**src/rtl/lfx_pkg.sv**
```systemverilog
// Package for the low flag byte transfer unit.
// Holds the opcode encoding, the byte-image bit positions and the helpers
// that convert between the flag record and its byte image.
// Assumes an 8-bit image; the positions below are fixed by behaviour.
package lfx_pkg;
    localparam int BYTE_W  = 8;
    localparam int OP_W    = 4;
    localparam int NUM_OPS = 8;

    localparam int POS_SGN = 7;
    localparam int POS_ZRO = 6;
    localparam int POS_AUX = 4;
    localparam int POS_PAR = 2;
    localparam int POS_ONE = 1;
    localparam int POS_CRY = 0;

    localparam int OPI_LOAD  = 0;
    localparam int OPI_STORE = 1;
    localparam int OPI_CLRC  = 2;
    localparam int OPI_SETC  = 3;
    localparam int OPI_CMPC  = 4;
    localparam int OPI_FILL  = 5;
    localparam int OPI_CLRD  = 6;
    localparam int OPI_SETD  = 7;

    typedef struct packed {
        logic dir;
        logic sgn;
        logic zro;
        logic aux;
        logic par;
        logic cry;
    } lfx_flags_t;

    // Build the byte image from the flags; the constant bit is forced high.
    function automatic logic [BYTE_W-1:0] image_of(input lfx_flags_t f);
        logic [BYTE_W-1:0] b;
        b          = '0;
        b[POS_SGN] = f.sgn;
        b[POS_ZRO] = f.zro;
        b[POS_AUX] = f.aux;
        b[POS_PAR] = f.par;
        b[POS_ONE] = 1'b1;
        b[POS_CRY] = f.cry;
        return b;
    endfunction

    // Take the five arithmetic flags from a byte; direction comes from old.
    function automatic lfx_flags_t flags_of(input logic [BYTE_W-1:0] b,
                                             input lfx_flags_t old);
        lfx_flags_t f;
        f     = old;
        f.sgn = b[POS_SGN];
        f.zro = b[POS_ZRO];
        f.aux = b[POS_AUX];
        f.par = b[POS_PAR];
        f.cry = b[POS_CRY];
        return f;
    endfunction
endpackage

```
**src/rtl/lfx_decode.sv**
```systemverilog
// Opcode decoder for the low flag byte transfer unit.
// Turns a strobed opcode into a one-hot hit vector, one line per defined
// operation. Undefined opcodes and an idle strobe give an all-zero vector.
// Assumes the opcode is stable while the strobe is sampled.
module lfx_decode
    import lfx_pkg::*;
(
    input  logic               op_valid_i,
    input  logic [OP_W-1:0]    op_i,
    output logic [NUM_OPS-1:0] hit_o
);
    // One comparator per defined operation.
    for (genvar k = 0; k < NUM_OPS; k++) begin : g_hit
        assign hit_o[k] = op_valid_i && (op_i == OP_W'(k));
    end
endmodule

```
**src/rtl/lfx_flag_reg.sv**
```systemverilog
// Flag state register for the low flag byte transfer unit.
// Computes the next flag record from the one-hot hit vector and registers
// it. Flags move only on an edge where a hit is present.
// Assumes hit_i is one-hot or zero (guaranteed by lfx_decode).
module lfx_flag_reg
    import lfx_pkg::*;
(
    input  logic               clk,
    input  logic               rst_n,
    input  logic [NUM_OPS-1:0] hit_i,
    input  logic [BYTE_W-1:0]  byte_i,
    output lfx_flags_t         flags_o
);
    lfx_flags_t nxt;

    // Select the next flag record for the operation in flight.
    always_comb begin
        nxt = flags_o;
        if (hit_i[OPI_LOAD]) nxt = flags_of(byte_i, flags_o);
        if (hit_i[OPI_CLRC]) nxt.cry = 1'b0;
        if (hit_i[OPI_SETC]) nxt.cry = 1'b1;
        if (hit_i[OPI_CMPC]) nxt.cry = ~flags_o.cry;
        if (hit_i[OPI_CLRD]) nxt.dir = 1'b0;
        if (hit_i[OPI_SETD]) nxt.dir = 1'b1;
    end

    // Hold the flags; synchronous reset clears them all.
    always_ff @(posedge clk) begin
        if (!rst_n) flags_o <= '0;
        else        flags_o <= nxt;
    end


    load_flags_chk: assert property (@(posedge clk) disable iff (!rst_n)
        $past(rst_n) && $past(hit_i[OPI_LOAD]) |->
        {flags_o.sgn, flags_o.zro, flags_o.aux, flags_o.par, flags_o.cry} ==
        {$past(byte_i[POS_SGN]), $past(byte_i[POS_ZRO]), $past(byte_i[POS_AUX]),
         $past(byte_i[POS_PAR]), $past(byte_i[POS_CRY])} &&
        $stable(flags_o.dir));


    clear_carry_chk: assert property (@(posedge clk) disable iff (!rst_n)
        $past(rst_n) && $past(hit_i[OPI_CLRC]) |-> !flags_o.cry);


    set_carry_chk: assert property (@(posedge clk) disable iff (!rst_n)
        $past(rst_n) && $past(hit_i[OPI_SETC]) |-> flags_o.cry);


    flip_carry_chk: assert property (@(posedge clk) disable iff (!rst_n)
        $past(rst_n) && $past(hit_i[OPI_CMPC]) |->
        flags_o.cry != $past(flags_o.cry) && $stable(flags_o.sgn));


    fill_keeps_flags_chk: assert property (@(posedge clk) disable iff (!rst_n)
        $past(rst_n) && $past(hit_i[OPI_FILL]) |-> $stable(flags_o));


    dir_clear_chk: assert property (@(posedge clk) disable iff (!rst_n)
        $past(rst_n) && $past(hit_i[OPI_CLRD]) |-> !flags_o.dir && $stable(flags_o.cry));


    dir_set_chk: assert property (@(posedge clk) disable iff (!rst_n)
        $past(rst_n) && $past(hit_i[OPI_SETD]) |-> flags_o.dir && $stable(flags_o.cry));


    idle_hold_chk: assert property (@(posedge clk) disable iff (!rst_n)
        $past(rst_n) && ($past(hit_i) == '0) |-> $stable(flags_o));
endmodule

```
**src/rtl/lfx_byte_out.sv**
```systemverilog
// Result byte stage for the low flag byte transfer unit.
// Registers the byte produced by store or fill (zero for other operations)
// and raises the result strobe for one cycle after any accepted operation.
// Assumes flags_i are the flags before the edge that retires the operation.
module lfx_byte_out
    import lfx_pkg::*;
(
    input  logic               clk,
    input  logic               rst_n,
    input  logic [NUM_OPS-1:0] hit_i,
    input  lfx_flags_t         flags_i,
    output logic [BYTE_W-1:0]  res_byte_o,
    output logic               res_valid_o
);
    logic [BYTE_W-1:0] nxt_byte;

    // Pick the result byte for the operation in flight.
    always_comb begin
        nxt_byte = '0;
        if (hit_i[OPI_STORE]) nxt_byte = image_of(flags_i);
        if (hit_i[OPI_FILL])  nxt_byte = {BYTE_W{flags_i.cry}};
    end

    // Register the byte and the strobe; reset clears both.
    always_ff @(posedge clk) begin
        if (!rst_n) begin
            res_byte_o  <= '0;
            res_valid_o <= 1'b0;
        end else begin
            res_byte_o  <= nxt_byte;
            res_valid_o <= |hit_i;
        end
    end


    store_fixed_bits_chk: assert property (@(posedge clk) disable iff (!rst_n)
        $past(rst_n) && $past(hit_i[OPI_STORE]) |->
        res_byte_o[POS_ONE] && !res_byte_o[5] && !res_byte_o[3] &&
        res_byte_o[POS_CRY] == $past(flags_i.cry) && res_byte_o[POS_SGN] == $past(flags_i.sgn));


    fill_byte_chk: assert property (@(posedge clk) disable iff (!rst_n)
        $past(rst_n) && $past(hit_i[OPI_FILL]) |->
        res_byte_o == {BYTE_W{$past(flags_i.cry)}});


    strobe_chk: assert property (@(posedge clk) disable iff (!rst_n)
        $past(rst_n) |-> res_valid_o == ($past(hit_i) != '0));


    quiet_byte_chk: assert property (@(posedge clk) disable iff (!rst_n)
        $past(rst_n) && !$past(hit_i[OPI_STORE]) && !$past(hit_i[OPI_FILL]) |->
        res_byte_o == '0);
endmodule

```
**src/rtl/lowflag_xfer.sv**
```systemverilog
// Low flag byte transfer unit, top level.
// Decodes a strobed opcode, updates the flag register and produces the
// result byte and strobe. One operation retires per clock.
// Assumes inputs change away from the rising edge and carry no meaning
// while reset is asserted.
module lowflag_xfer
    import lfx_pkg::*;
(
    input  logic              clk,
    input  logic              rst_n,
    input  logic              op_valid_i,
    input  logic [OP_W-1:0]   op_i,
    input  logic [BYTE_W-1:0] byte_i,
    output logic              sign_o,
    output logic              zero_o,
    output logic              aux_o,
    output logic              parity_o,
    output logic              carry_o,
    output logic              dir_o,
    output logic [BYTE_W-1:0] res_byte_o,
    output logic              res_valid_o
);
    logic [NUM_OPS-1:0] hit;
    lfx_flags_t         flags;

    lfx_decode u_decode (
        .op_valid_i (op_valid_i),
        .op_i       (op_i),
        .hit_o      (hit)
    );

    lfx_flag_reg u_flags (
        .clk     (clk),
        .rst_n   (rst_n),
        .hit_i   (hit),
        .byte_i  (byte_i),
        .flags_o (flags)
    );

    lfx_byte_out u_out (
        .clk         (clk),
        .rst_n       (rst_n),
        .hit_i       (hit),
        .flags_i     (flags),
        .res_byte_o  (res_byte_o),
        .res_valid_o (res_valid_o)
    );

    // Expose the flag record on individual pins.
    always_comb begin
        sign_o   = flags.sgn;
        zero_o   = flags.zro;
        aux_o    = flags.aux;
        parity_o = flags.par;
        carry_o  = flags.cry;
        dir_o    = flags.dir;
    end


    reset_clear_chk: assert property (@(posedge clk)
        $past(rst_n) == 1'b0 && $past(rst_n, 2) == 1'b0 |->
        !res_valid_o && res_byte_o == '0 && !carry_o && !dir_o);
endmodule

```
**config.mk**
```make
export PLATFORM = sky130hd
export DESIGN_NAME = lowflag_xfer
export DESIGN_NICKNAME = d
export VERILOG_FILES = /design/src/rtl/lfx_pkg.sv /design/src/rtl/lfx_decode.sv /design/src/rtl/lfx_flag_reg.sv /design/src/rtl/lfx_byte_out.sv /design/src/rtl/lowflag_xfer.sv
export SDC_FILE = /design/constraint.sdc
export NUM_CORES = 1
export LEC_CHECK = 0
export ABC_AREA = 1
export BUFFER_PORTS_ARGS = -buffer_cell sky130_fd_sc_hd__buf_2
export CORE_MARGIN = 3
export CORE_UTILIZATION = 40
export DETAILED_ROUTE_END_ITERATION = 8
export GPL_TIMING_DRIVEN = 0
export PLACE_DENSITY = 0.73
export SLEW_MARGIN = 20
export SYNTH_ARGS = -nofsm -noshare
export SYNTH_HDL_FRONTEND = slang
export SYNTH_SLANG_ARGS = --single-unit
```
**constraint.sdc**
```tcl
create_clock -name clk -period 1.7 [get_ports clk]
set_input_delay 0.34 -clock clk [delete_from_list [all_inputs] [get_ports clk]]
set_output_delay 0.34 -clock clk [all_outputs]
set_load 0.05 [all_outputs]
```
### Word-level counts from Yosys, hierarchy flattened

Index checks and enable logic that the tools add are counted.

* logic and storage cells: 36
* output and inout bits: 15
* register bits: 15

* reductions and logical operators: 12
* equality and inequality tests: 7
* multiplexer cells: 8
* bitwise logic cells: 1

Operators with widths (number)
* $eq 4x3->1 const B: 4
* $mux 8: 2
* $eq 4x2->1 const B: 2
* $logic_and 1x1->1: 8
* $reduce_or 8->1: 1
* $mux 1: 6
* $eq 4x1->1 const B: 1
* $logic_not 4->1: 1
* $reduce_bool 4->1: 1
* $reduce_bool 2->1: 1
* $not 1->1: 1

### Depth between registers and ports, before layout

* depth after elaboration: 6
* depth in mapped cells: 7

### Modules after synthesis

A second synthesis with hierarchy kept.

* cell total of the unflattened synthesis: 85
* area total of the unflattened synthesis: 596.8 sq um

Modules (own cells, without submodules)
* lfx_byte_out: times used 1, area an instance 276.5 sq um, cells an instance 33
* lfx_flag_reg: times used 1, area an instance 240.2 sq um, cells an instance 34
* lfx_decode: times used 1, area an instance 80.1 sq um, cells an instance 18

### Least setup slack after synthesis

No wires, ideal clock.

* path type: reg2out
* start: register u_out.res_byte_o[5]
* end: output res_byte_o[5]
* stages on the path, launching flop included: 2
* arrival time: 0.894 ns
* setup slack: 0.466 ns
* cell sequence: dfxtp_1 -> buf_4

RTL lines
* from (decl): RTL line lfx_byte_out.sv:12 `output logic [BYTE_W-1:0] res_byte_o,`
* from (signal assigned): RTL line lfx_byte_out.sv:30 `res_byte_o <= nxt_byte;`
* to (decl): RTL line lowflag_xfer.sv:20 `output logic [BYTE_W-1:0] res_byte_o,`

No word-level cell between the ends.

### Worst setup path after layout

* start: register u_flags.flags_o[0] (netlist name)
* end: output carry_o

RTL lines
* from (decl): RTL line lfx_flag_reg.sv:12 `output lfx_flags_t flags_o`
* from (signal assigned): RTL line lfx_flag_reg.sv:30 `else flags_o <= nxt;`
* to (decl): RTL line lowflag_xfer.sv:18 `output logic carry_o,`

No word-level cell between the ends.

==> flow_summary.toml <==
[clock_tree]
post_cts_resized = 0
post_cts_buffers = 0
clock_path_buffers = 2
cts_tree = "built"
h-tree-depth = 1
hold_buffers = 0
clk_pin_slew_ns = 0.08
numCtsBuffers = 3
clock_latency_ns = 0.28
clockRootBuffer = "clkbuf_4"
cts.sinks = 14

[routing]
drt-total-wl_um = 1070
route.detailed.wl_per_inst_um = 9.30
remaining_drc_errors = 0
final_antenna_net_count = 0
vias = 539
vias_per_cell = 4.69
firstDrtPassIters = 4
drtIter0Drc = 8

[floorplanning]
fp.dieArea_um2 = 1890
ios = 30
die_h_um = 43.5
die_w_um = 43.5
core_area_um2 = 1220
start_util = 0.463
num_rows = 12

[timing]
holdWs_ns = 0.309
hold_viol = 0
final-max-slew-violation-count = 0
slew_headroom = 0.790
tightest_slew_ns = 0.313
fin_crit_ns = 1.33
finalCritPeriodShare = 0.785
setup_viol_count_final = 0
setup_tns_ns = 0
worst_clock_skew_ns = 0.00258
rsz0062_at_grt = "no"
fmaxAchievable_ghz = 0.750

[setup_path]
r2r_start = "u_flags.flags_o[0]$_SDFFE_PN0P_"
critPathBufInv = 1
critPathCaptureType = "output pin"
worstPathCellList = "buf_2"
start_kind = "flip-flop"
crit_path_max_fanout = 4
worstRegToRegCells = 2
r2r_setup_slack_ns = 0.83
critPathKind = "reg2out"
cp_slowest_stage_delay_ns = 0.42
critPathRequiredTime_ns = 1.36
cp_top_family = "flip-flops"
r2r_end = "u_out.res_byte_o[0]$_SDFF_PN0_"
slowest_stage = "dfxtp_1"
arrival_ns = 0.99

[synth]
ys_types = 17
synthesis.nets = 86
synthCells = 71
yosys_warnings = 0
ys_seq_elements = 14
ys_seq_area_frac = 0.498
synth_area_per_cell_um2 = 7.93
netlist_area_um2 = 563

[layout]
drive_gt1_frac = 0.356
post-route-cell-area_um2 = 747
areaGrowthSynthToFinish_pct = 32.7
diodes = 0
nets = 117
final_util = 0.614

[pwr]
ir_drop_v = 0.000592
power.density_nw_per_um2 = 870
power_leakage_uw = 0.000401
total_power_uw = 650

[min_path]
min_to = "u_out.res_byte_o[0]$_SDFF_PN0_"
hold_start = "op_i[3]"
min_delay_path_depth = 2
hp-class = "in2reg"

[global_routing]
grt_first_pass_wirelength_um = 1700
antenna_found_initial = 0
grt_overflow = 0
grt_use_total = 0.121
grt_pass1_vias = 413
grt_max_degree = 9

[placed_design]
place_area_um2 = 711
hpwl_um = 834
gp_congestion = 0.831
portBuffers = 26

[outcome]
outcome = "finished, final reports clean"

[job]
maxCapViolations = 0
placed cells by master, fill, tap and decap left out:
master | synthesis | final
nor3_1 | 1 | 1
o21ai_1 | 1 | 1
nor2_1 | 5 | 5
o21ai_0 | 6 | 6
nor4_1 | 1 | 1
nand2_1 | 8 | 8
nand3b_4 | 1 | 1
nand2_2 | 1 | 1
o22ai_1 | 3 | 3
a21oi_1 | 6 | 6
nand3_1 | 5 | 5
clkbuf_4 | 0 | 3
nor2_2 | 3 | 3
a31oi_1 | 1 | 1
nand4_1 | 1 | 1
clkbuf_8 | 0 | 1
dfxtp_1 | 14 | 14
buf_2 | 0 | 26
buf_4 | 1 | 1
inv_1 | 13 | 13
cell type report:
cell class | instances | area, um^2
buffer | 1 | 7.51
tap | 14 | 17.5
multi-input combinational | 43 | 226
clock buffer | 4 | 36.3
timing repair buffer | 26 | 130
sequential | 14 | 280
inverter | 13 | 48.8
fill | 108 | 469
how the worst max path moves through the flow:
stage	start	endpoint	depth (start not counted)
after floorplan	u_out.res_byte_o[5]$_SDFF_PN0_	res_byte_o[5]	1
after CTS	u_flags.flags_o[0]$_SDFFE_PN0P_	carry_o	1
after global routing	u_flags.flags_o[0]$_SDFFE_PN0P_	carry_o	1
after detailed placement	op_i[0]	u_flags.flags_o[3]$_SDFFE_PN0P_	5
final	u_flags.flags_o[0]$_SDFFE_PN0P_	carry_o	1
after global placement	op_i[0]	u_flags.flags_o[2]$_SDFFE_PN0P_	5
where the power goes:
| group | leakage (uW) | internal [uW] | switching, uW |
|---|---|---|---|
| registers | 0.000113 | 334 | 3.88 |
| clock network | 0.0000210 | 130 | 103 |
| logic | 0.000267 | 24.4 | 54.6 |
metal layers:
layer / vias up / GRT usage / share of wire
li1: 291 / - / -
met1: 223 / 0.161 / 0.49
met2: 23 / 0.168 / 0.41
met3: 2 / 0.0622 / 0.087
met4: 0 / 0.0361 / 0.0075
met5: - / 0 / 0
metrics by stage:
step / worst slack (ns) / std cells
floorplan: 0.466 / 71
global placement: 0.393 / 111
detailed placement: 0.386 / 111
CTS: 0.360 / 115
global route: 0.325 / 115
finish: 0.366 / 115
registers in the layout, indices dropped and copies added (netlist names):
| register | count |
|---|---|
| u_flags.flags_o | 6 |
| u_out.res_valid_o | 1 |
| u_out.res_byte_o | 7 |
synthesized netlist by cell type, drive strengths merged:
cell	number	area [um^2]
nor3	1	5.00
nand3	5	25.0
dfxtp	14	280
nor4	1	6.26
nand3b	1	20.0
o21ai	7	35.0
nor2	8	37.5
a31oi	1	6.26
nand4	1	6.26
nand2	9	36.3
a21oi	6	30.0
buf	1	7.51
inv	13	48.8
o22ai	3	18.8
worst register-to-register path, delay by kind of cell (launching register included):
| kind | cells | cell delay (ns) |
|---|---|---|
| buffers and inverters | 1 | 0.08 |
| flip-flops | 1 | 0.42 |
| AND/OR/NAND/NOR | 1 | 0.27 |
cell families after synthesis:
logic type	share of synthesized area
simple gates	0.242
compound gates	0.160
flops	0.498
buf+inv	0.100
No activity file was read; power rests on OpenSTA's default activity.
